$ cat src/rtl/wwdg_pkg.sv
package wwdg_pkg;

    localparam int unsigned CFG_W = 32;

    // Field positions inside the configuration word (decoded by the register neighbour)
    localparam int unsigned BIT_EARLY = 0;
    localparam int unsigned BIT_LATE  = 4;
    localparam int unsigned BIT_WARN  = 8;
    localparam int unsigned BIT_AUTO  = 12;
    localparam int unsigned BIT_TRIG  = 28;
    localparam int unsigned BIT_DSLP  = 29;
    localparam int unsigned BIT_HIB   = 30;
    localparam int unsigned BIT_RUN   = 31;

    // Environment inputs, in synchronizer lane order
    localparam int unsigned ENV_N = 4;

    // Compare watchers
    localparam int unsigned WATCH_WARN = 0;
    localparam int unsigned WATCH_LATE = 1;
    localparam int unsigned WATCH_N    = 2;

    typedef struct packed {
        logic early_rst;
        logic late_rst;
        logic warn_irq;
        logic auto_kick;
        logic trig_gate;
        logic dslp_hold;
        logic hib_hold;
        logic dbg_run;
    } wdg_mode_t;

    typedef struct packed {
        logic dbg;
        logic trig;
        logic dslp;
        logic hib;
    } wdg_env_t;

    function automatic wdg_mode_t decode_cfg(input logic [CFG_W-1:0] w);
        wdg_mode_t m;
        m.early_rst = w[BIT_EARLY];
        m.late_rst  = w[BIT_LATE];
        m.warn_irq  = w[BIT_WARN];
        m.auto_kick = w[BIT_AUTO];
        m.trig_gate = w[BIT_TRIG];
        m.dslp_hold = w[BIT_DSLP];
        m.hib_hold  = w[BIT_HIB];
        m.dbg_run   = w[BIT_RUN];
        return m;
    endfunction

endpackage

$ cat src/rtl/wwdg_sync2.sv
module wwdg_sync2 #(
    parameter int unsigned N      = 1,
    parameter int unsigned STAGES = 2
) (
    input  logic         clk,
    input  logic         rst,
    input  logic [N-1:0] d,
    output logic [N-1:0] q
);
    logic [STAGES-1:0][N-1:0] chain;

    always_ff @(posedge clk) begin
        if (rst) begin
            chain <= '0;
        end else begin
            chain[0] <= d;
            for (int s = 1; s < STAGES; s++) begin
                chain[s] <= chain[s-1];
            end
        end
    end

    assign q = chain[STAGES-1];
endmodule

$ cat src/rtl/wwdg_mode_ctrl.sv
module wwdg_mode_ctrl
    import wwdg_pkg::*;
(
    input  logic             clk,
    input  logic             rst,
    input  wdg_mode_t        mode,
    input  logic [ENV_N-1:0] env_raw,
    input  logic             kick,
    output logic             hold,
    output logic             early_ok,
    output logic             late_ok
);
    logic [ENV_N-1:0] env_q;
    wdg_env_t         env_s;
    logic             dbg_hold, sleep_hold, disturbed, supp_q;

    wwdg_sync2 #(.N(ENV_N), .STAGES(2)) u_sync (
        .clk (clk),
        .rst (rst),
        .d   (env_raw),
        .q   (env_q)
    );

    assign env_s = wdg_env_t'(env_q);

    // Debugger hold, optionally gated by the halt trigger
    assign dbg_hold   = env_s.dbg && !mode.dbg_run && (!mode.trig_gate || env_s.trig);
    assign sleep_hold = (env_s.dslp && mode.dslp_hold) || (env_s.hib && mode.hib_hold);
    assign hold       = dbg_hold || sleep_hold;

    // Any low-power or debug episode disarms the early check until a service
    assign disturbed = env_s.dbg || env_s.dslp || env_s.hib;

    always_ff @(posedge clk) begin
        if (rst)            supp_q <= 1'b0;
        else if (disturbed) supp_q <= 1'b1;
        else if (kick)      supp_q <= 1'b0;
    end

    assign early_ok = !disturbed && !supp_q;
    assign late_ok  = !env_s.dbg;
endmodule

$ cat src/rtl/wwdg_counter.sv
module wwdg_counter #(
    parameter int unsigned CNT_W = 16
) (
    input  logic             clk,
    input  logic             rst,
    input  logic             en,
    input  logic             kick,
    input  logic             hold,
    input  logic [CNT_W-1:0] late_lim,
    output logic [CNT_W-1:0] count_q,
    output logic [CNT_W-1:0] count_nx,
    output logic             adv
);
    logic at_top;

    assign at_top = count_q >= late_lim;
    assign adv    = en && !kick && !hold && !at_top;

    always_comb begin
        if (!en || kick) count_nx = '0;
        else if (adv)    count_nx = count_q + 1'b1;
        else             count_nx = count_q;
    end

    always_ff @(posedge clk) begin
        if (rst) count_q <= '0;
        else     count_q <= count_nx;
    end
endmodule

$ cat src/rtl/wwdg_limit_watch.sv
module wwdg_limit_watch #(
    parameter int unsigned CNT_W = 16
) (
    input  logic             clk,
    input  logic             rst,
    input  logic             en,
    input  logic             act,
    input  logic             adv,
    input  logic [CNT_W-1:0] count_q,
    input  logic [CNT_W-1:0] count_nx,
    input  logic [CNT_W-1:0] limit,
    output logic             fire
);
    logic seen_q;

    // Fires on the edge the count steps onto the limit; otherwise one
    // cycle after the count is found sitting on it unannounced.
    assign fire = en && act &&
                  ((adv && (count_nx == limit)) || ((count_q == limit) && !seen_q));

    always_ff @(posedge clk) begin
        if (rst || !en)              seen_q <= 1'b0;
        else if (fire)               seen_q <= 1'b1;
        else if (count_nx != limit)  seen_q <= 1'b0;
    end
endmodule

$ cat src/rtl/wwdg_top.sv
module wwdg_top
    import wwdg_pkg::*;
#(
    parameter int unsigned CNT_W = 16
) (
    input  logic             clk,
    input  logic             rst,
    input  logic             wd_en_i,
    input  logic             kick_i,
    input  logic [31:0]      cfg_i,
    input  logic [CNT_W-1:0] early_lim_i,
    input  logic [CNT_W-1:0] late_lim_i,
    input  logic [CNT_W-1:0] warn_lim_i,
    input  logic             dbg_conn_i,
    input  logic             halt_trig_i,
    input  logic             deep_sleep_i,
    input  logic             hibernate_i,
    input  logic             irq_clr_i,
    output logic             rst_req_o,
    output logic             irq_o,
    output logic [CNT_W-1:0] count_o
);
    wdg_mode_t                     mode;
    wdg_env_t                      env_raw;
    logic                          hold, early_ok, late_ok;
    logic                          auto_kick, kick, adv, early_fire;
    logic [CNT_W-1:0]              count_q, count_nx;
    logic [WATCH_N-1:0][CNT_W-1:0] lim;
    logic [WATCH_N-1:0]            act, fire;
    logic                          rst_q, irq_q;

    assign mode = decode_cfg(cfg_i);

    assign env_raw.dbg  = dbg_conn_i;
    assign env_raw.trig = halt_trig_i;
    assign env_raw.dslp = deep_sleep_i;
    assign env_raw.hib  = hibernate_i;

    wwdg_mode_ctrl u_mode (
        .clk      (clk),
        .rst      (rst),
        .mode     (mode),
        .env_raw  (env_raw),
        .kick     (kick),
        .hold     (hold),
        .early_ok (early_ok),
        .late_ok  (late_ok)
    );

    // Periodic self-service only when the counter is not a watchdog
    assign auto_kick = wd_en_i && mode.auto_kick && !mode.early_rst && !mode.late_rst &&
                       !hold && (count_q == warn_lim_i);
    assign kick      = kick_i || auto_kick;

    wwdg_counter #(.CNT_W(CNT_W)) u_cnt (
        .clk      (clk),
        .rst      (rst),
        .en       (wd_en_i),
        .kick     (kick),
        .hold     (hold),
        .late_lim (late_lim_i),
        .count_q  (count_q),
        .count_nx (count_nx),
        .adv      (adv)
    );

    assign early_fire = wd_en_i && kick_i && mode.early_rst && early_ok &&
                        (early_lim_i != '0) && (count_q < early_lim_i);

    assign lim[WATCH_WARN] = warn_lim_i;
    assign act[WATCH_WARN] = mode.warn_irq;
    assign lim[WATCH_LATE] = late_lim_i;
    assign act[WATCH_LATE] = mode.late_rst && late_ok;

    for (genvar g = 0; g < WATCH_N; g++) begin : g_watch
        wwdg_limit_watch #(.CNT_W(CNT_W)) u_watch (
            .clk      (clk),
            .rst      (rst),
            .en       (wd_en_i),
            .act      (act[g]),
            .adv      (adv),
            .count_q  (count_q),
            .count_nx (count_nx),
            .limit    (lim[g]),
            .fire     (fire[g])
        );
    end

    always_ff @(posedge clk) begin
        if (rst || !wd_en_i) begin
            rst_q <= 1'b0;
            irq_q <= 1'b0;
        end else begin
            rst_q <= early_fire || fire[WATCH_LATE];
            if (fire[WATCH_WARN]) irq_q <= 1'b1;
            else if (irq_clr_i)   irq_q <= 1'b0;
        end
    end

    assign rst_req_o = rst_q;
    assign irq_o     = irq_q;
    assign count_o   = count_q;
endmodule

$ cat config.mk
export PLATFORM = sky130hd
export DESIGN_NAME = wwdg_top
export DESIGN_NICKNAME = d
export VERILOG_FILES = /design/src/rtl/wwdg_pkg.sv /design/src/rtl/wwdg_sync2.sv /design/src/rtl/wwdg_mode_ctrl.sv /design/src/rtl/wwdg_counter.sv /design/src/rtl/wwdg_limit_watch.sv /design/src/rtl/wwdg_top.sv
export SDC_FILE = /design/constraint.sdc
export NUM_CORES = 1
export LEC_CHECK = 0
export BUFFER_PORTS_ARGS = -buffer_cell sky130_fd_sc_hd__buf_4
export CAP_MARGIN = 15
export CORE_MARGIN = 8
export CORE_UTILIZATION = 45
export DETAILED_ROUTE_END_ITERATION = 6
export HOLD_SLACK_MARGIN = 0.02
export PLACE_DENSITY_LB_ADDON = 0.25
export SYNTH_ARGS = -nofsm -noshare
export SYNTH_HDL_FRONTEND = slang
export SYNTH_SLANG_ARGS = --single-unit
$ cat constraint.sdc
create_clock -name clk -period 4.8 [get_ports clk]
set_clock_uncertainty 0.05 [all_clocks]
set_input_delay 0 -clock clk [delete_from_list [all_inputs] [get_ports clk]]
set_output_delay 0 -clock clk [all_outputs]
set_load 0.01 [all_outputs]
# == Yosys cells after proc, flatten, opt, wreduce, memory -nomap -nowiden ==
# Index checks and enable logic that the tools add are counted.
# op_classes
order_cmp,2
n_addsub,1
eq_ne,6
reduce_logical,56
muxes,10
# op_table
cell,count
16-bit == test,4
16-bit two-way mux,2
16-bit inequality test,2
1-bit logical AND,27
16-bit by 1-bit adder with 16-bit output (second input constant),1
16-bit >= comparator,1
16-bit less-than comparator,1
16-bit nonzero test,1
1-bit zero test,13
1-bit logical OR,11
1-bit two-way mux,8
2-bit nonzero test,4
# totals
inputBits,89
reg_bits,29
output_inout_bits,18

# == Logic depth before layout (Yosys ltp) ==
# logic_depth
depth_word,19
depth_mapped,15
mapped_depth_nobuf,13

# == Hierarchy ==
# A second synthesis with hierarchy kept.
# hier_totals
cells_unflattened,406
hier_area_um2,3225.6
# by_module_without_submodules
mod,n_inst,cells_per_inst,seq_area_each_um2,area_per_inst_um2
wwdg_counter,1,184,320.3,1388.8
wwdg_limit_watch,2,51,20.0,414.1
wwdg_top,1,91,40.0,700.7
wwdg_sync2,1,20,160.2,240.2
wwdg_mode_ctrl,1,9,20.0,67.6

# == Worst setup path after synthesis ==
# Ideal clock, no wire load.
# synth_timing
path_type,register to register
startpoint,register u_cnt.count_q[13]
endpoint,register g_watch[1].u_watch.seen_q
path_buffers,0
stages_incl_launch_ff,13
path_slack_ps,1297
required_ps,4680
synth_period_minus_slack_ps,3503
arrival_ps,3383
cell_sequence,dfxtp_1 -> ha_1 -> nand4_2 -> or4_4 -> a221oi_4 -> nor4b_2 -> xnor2_1 -> a2111oi_1 -> nand4_1 -> nor4b_2 -> a31o_1 -> nand4b_1 -> a21oi_1
# synth_between
elab_chain_cells,14
# synth_lines
item,line_no,source
"start, declared",wwdg_counter.sv:10,"output logic [CNT_W-1:0] count_q,"
"start signal, assigned",wwdg_counter.sv:27,else count_q <= count_nx;
"parallel branches: the longest is 14 deep, another holds 16-bit >= comparator",n/a,
"end signal, assigned",wwdg_limit_watch.sv:22,if (rst || !en) seen_q <= 1'b0;
"end signal, assigned",wwdg_limit_watch.sv:23,else if (fire) seen_q <= 1'b1;
"end signal, assigned",wwdg_limit_watch.sv:24,else if (count_nx != limit) seen_q <= 1'b0;
"end, declared",wwdg_limit_watch.sv:14,logic seen_q;
# Several ways; the timed one is not identified.
# A chain may end at the register's enable or synchronous reset.

# == Final worst setup path ==
# layout_timing
startpoint,register u_cnt.count_q[12]
endpoint,register rst_q (netlist: rst_req_o)
# layout_between
elab_chain_cells,14
# layout_lines
item,line_no,source
"parallel branches: the longest is 13 deep, another holds 16-bit >= comparator",n/a,
1-bit logical OR (*),wwdg_top.sv:94,rst_q <= early_fire || fire[WATCH_LATE];
"end signal, assigned",wwdg_top.sv:94,
"end, declared",wwdg_top.sv:30,"logic rst_q, irq_q;"
# Every way passes the cells marked *.

==> metrics <==
worst min path class input pin to flop; clk buf depth 2; ratio of cells with drive above 1 in the final layout 23.8%; Peak Freq 237 MHz; GRT busiest layer met2; Slew HR 35.7%; critical path fanouts, max 10; first-pass GRT wire length 17.4 mm; CTS tree yes; Resize count post-CTS 0; maximum vdd drop ~0.00013 V; final period utilization 88.1%; Leak 1.91 nW; cell count after synthesis 418; Hold WS 99.5 ps; First DRT Iteration DRCs 152; Die Span Y slightly above 100 um; chip width between 100 and 150 um; final core utilization 59.5%; top cells by count, synth inv_1 (35), ha_1 (32), xnor2_1 (32), nor2_1 (31), dfxtp_1 (29); max-slew violations 0; # hold bufs at CTS 12; post-route insts no fill 611; wire per inst ~18 um; measured slew at the worst slew-check pin 959 ps; met1 Use GR 25.8%; post-route ant nets 0; YS warnings 0; Final Worst Setup Slack 573 ps; vias per cell 5.71; total power approximately 0.68 mW; gr usage total 21.5%; unrepaired setup endpoints after global routing no; Synth area leader dfxtp_1; Post-DP HPWL 8.67 mm; clk sinks 29; cell area after layout around 4300 um^2; std cell rows 31; Hold Path Cell Cnt 4; n_diodes 0; clock transition at the registers of the reported paths 80 ps; post-detailed-routing wire length 10.9 mm; Post-synth top flop dfxtp_1; setup TNS 0 ps; 1st-pass router iterations 5; vias in the first global route 3486; core box area a little over 7000 um^2; number of flops mapped to enable cells by yosys 0; crit path DAT between 4000 and 5000 ps; dpl cells 591; CTS buffer count 5; Worst-Skew Late Latency around 300 ps; top cells by area, synth dfxtp_1 (17%), ha_1 (12%), xnor2_1 (8.4%); crit path from u_cnt.count_q[12]$_SDFF_PP0_; GRT met3 Usage under 10%; Initial Util 46.0%; CP Class flop to flop; postcts setup bufs 0; Avg Cell Area, Syn 7.94 um^2; post-synthesis register bit count 29; final hold vios 0; most frequent cell after synthesis inv_1; Max-Cap Viols 0; sequential-to-total area share from yosys stat 17.5%; Synth cell types 66; crit start category flop; Post-Place Setup Slack 679 ps; met2 usage 37.0%; outcome finished clean; gpl congestion 0.930; Critical R2R Launch u_cnt.count_q[12]$_SDFF_PP0_; Layout area overhead 29.2%; Pwr Density 159 nW/um^2; vias after detailed routing about 3500; final worst path period need 4230 ps; initial antenna violation count 0; Worst Path Required 4970 ps; Worst Setup End Kind flop; post-synthesis instance area around 3300 um^2; full die area 10400 um^2; DRC viols 0; final setup vio count 0; Root Buffer clkbuf_8; post-synth top area share 17.5%; Post-DP Area 4050 um^2; total gr overflow 0; hold wc startpoint irq_clr_i; I/O pin cnt 107; largest net degree at the start of global routing 19; post-synth net total 539; worst r2r path cells 13; input/output buffers slightly above 80; htree depth 2; ys async rst share 0%; nets between 600 and 700
## path summary, 6_finish.rpt
check                                                endpoint  slack [ps]
worst min-delay path                       irq_o$_SDFFE_PP0P_         100
worst min register to register  u_mode.u_sync.q[2]$_SDFF_PP0_         390
worst max register to register           rst_req_o$_SDFF_PP0_         570
worst max-delay path                     rst_req_o$_SDFF_PP0_         570
## flip-flops by register name, summed over array words and instances (netlist names)
register                flops
u_cnt.count_q              16
u_mode.u_sync.chain         4
u_mode.u_sync.q             4
g_watch.u_watch.seen_q      2
irq_o                       1
rst_req_o                   1
u_mode.supp_q               1
## logic make-up after synthesis
| group | Yosys count | synth area share [%] |
|---|---|---|
| AOI/OAI and AO/OA | 89 | 19.0 |
| DFF | 29 | 17.5 |
| and+or+nand+nor | 167 | 30.3 |
| muxes | 4 | 1.21 |
| xor gates and xnor gates | 45 | 13.6 |
| buffers and inverters | 52 | 6.26 |
| adders and majority gates | 32 | 12.1 |
## placed cells by master (no fill, tap or decap), types with 5 or more instances in the layout
master          n
nor4_1         10
o32ai_1         5
nor2b_1        15
buf_4          91
nor4_2          8
a21oi_1        26
ha_1           32
nor2_1         31
a31oi_1         5
xnor2_1        32
o21ai_0        10
xor2_1          7
inv_1          35
dfxtp_1        29
nand2_1        25
nand4_1        17
nand2b_1        9
nand3_1        12
clkbuf_8        6
nor4b_1         6
nor3_1         10
a21o_1         10
dlygate4sd3_1  12
## critical path, cell delays in order, from the launching register on
cell and delay [ps]:
dfxtp_1 460, ha_1 370, nand4_2 180, or4_4 630
a221oi_4 500, buf_4 250, nor4_2 60, xnor2_2 330
mux2i_1 280, nand4_1 150, nor4b_2 420, a31o_1 200
nand4b_1 120, a21oi_1 140
## area by class of cell
cell class	count	area, um^2
flip-flops and latches	29	581
well taps	99	124
repair buffers	103	803
multi-input cells	337	2530
fillers	674	2920
clock buffers	6	82.6
clock inverters	2	37.5
inverters	35	131
## layer usage
layer,share of wire (%),up-vias,routed length [um]
met1,42,1626,4550
met3,8.0,12,870
met2,49,136,5280
li1,-,1717,-
met4,1.3,0,144
met5,0,-,0
## power by group
part           internal (mW)  switching [mW]  total [mW]  leakage, nW
Sequential             0.245         0.00329       0.248        0.236
Combinational         0.0813          0.0783       0.160         1.62
Clock                  0.169           0.107       0.276       0.0574
(Power assumes the default switching activity.)
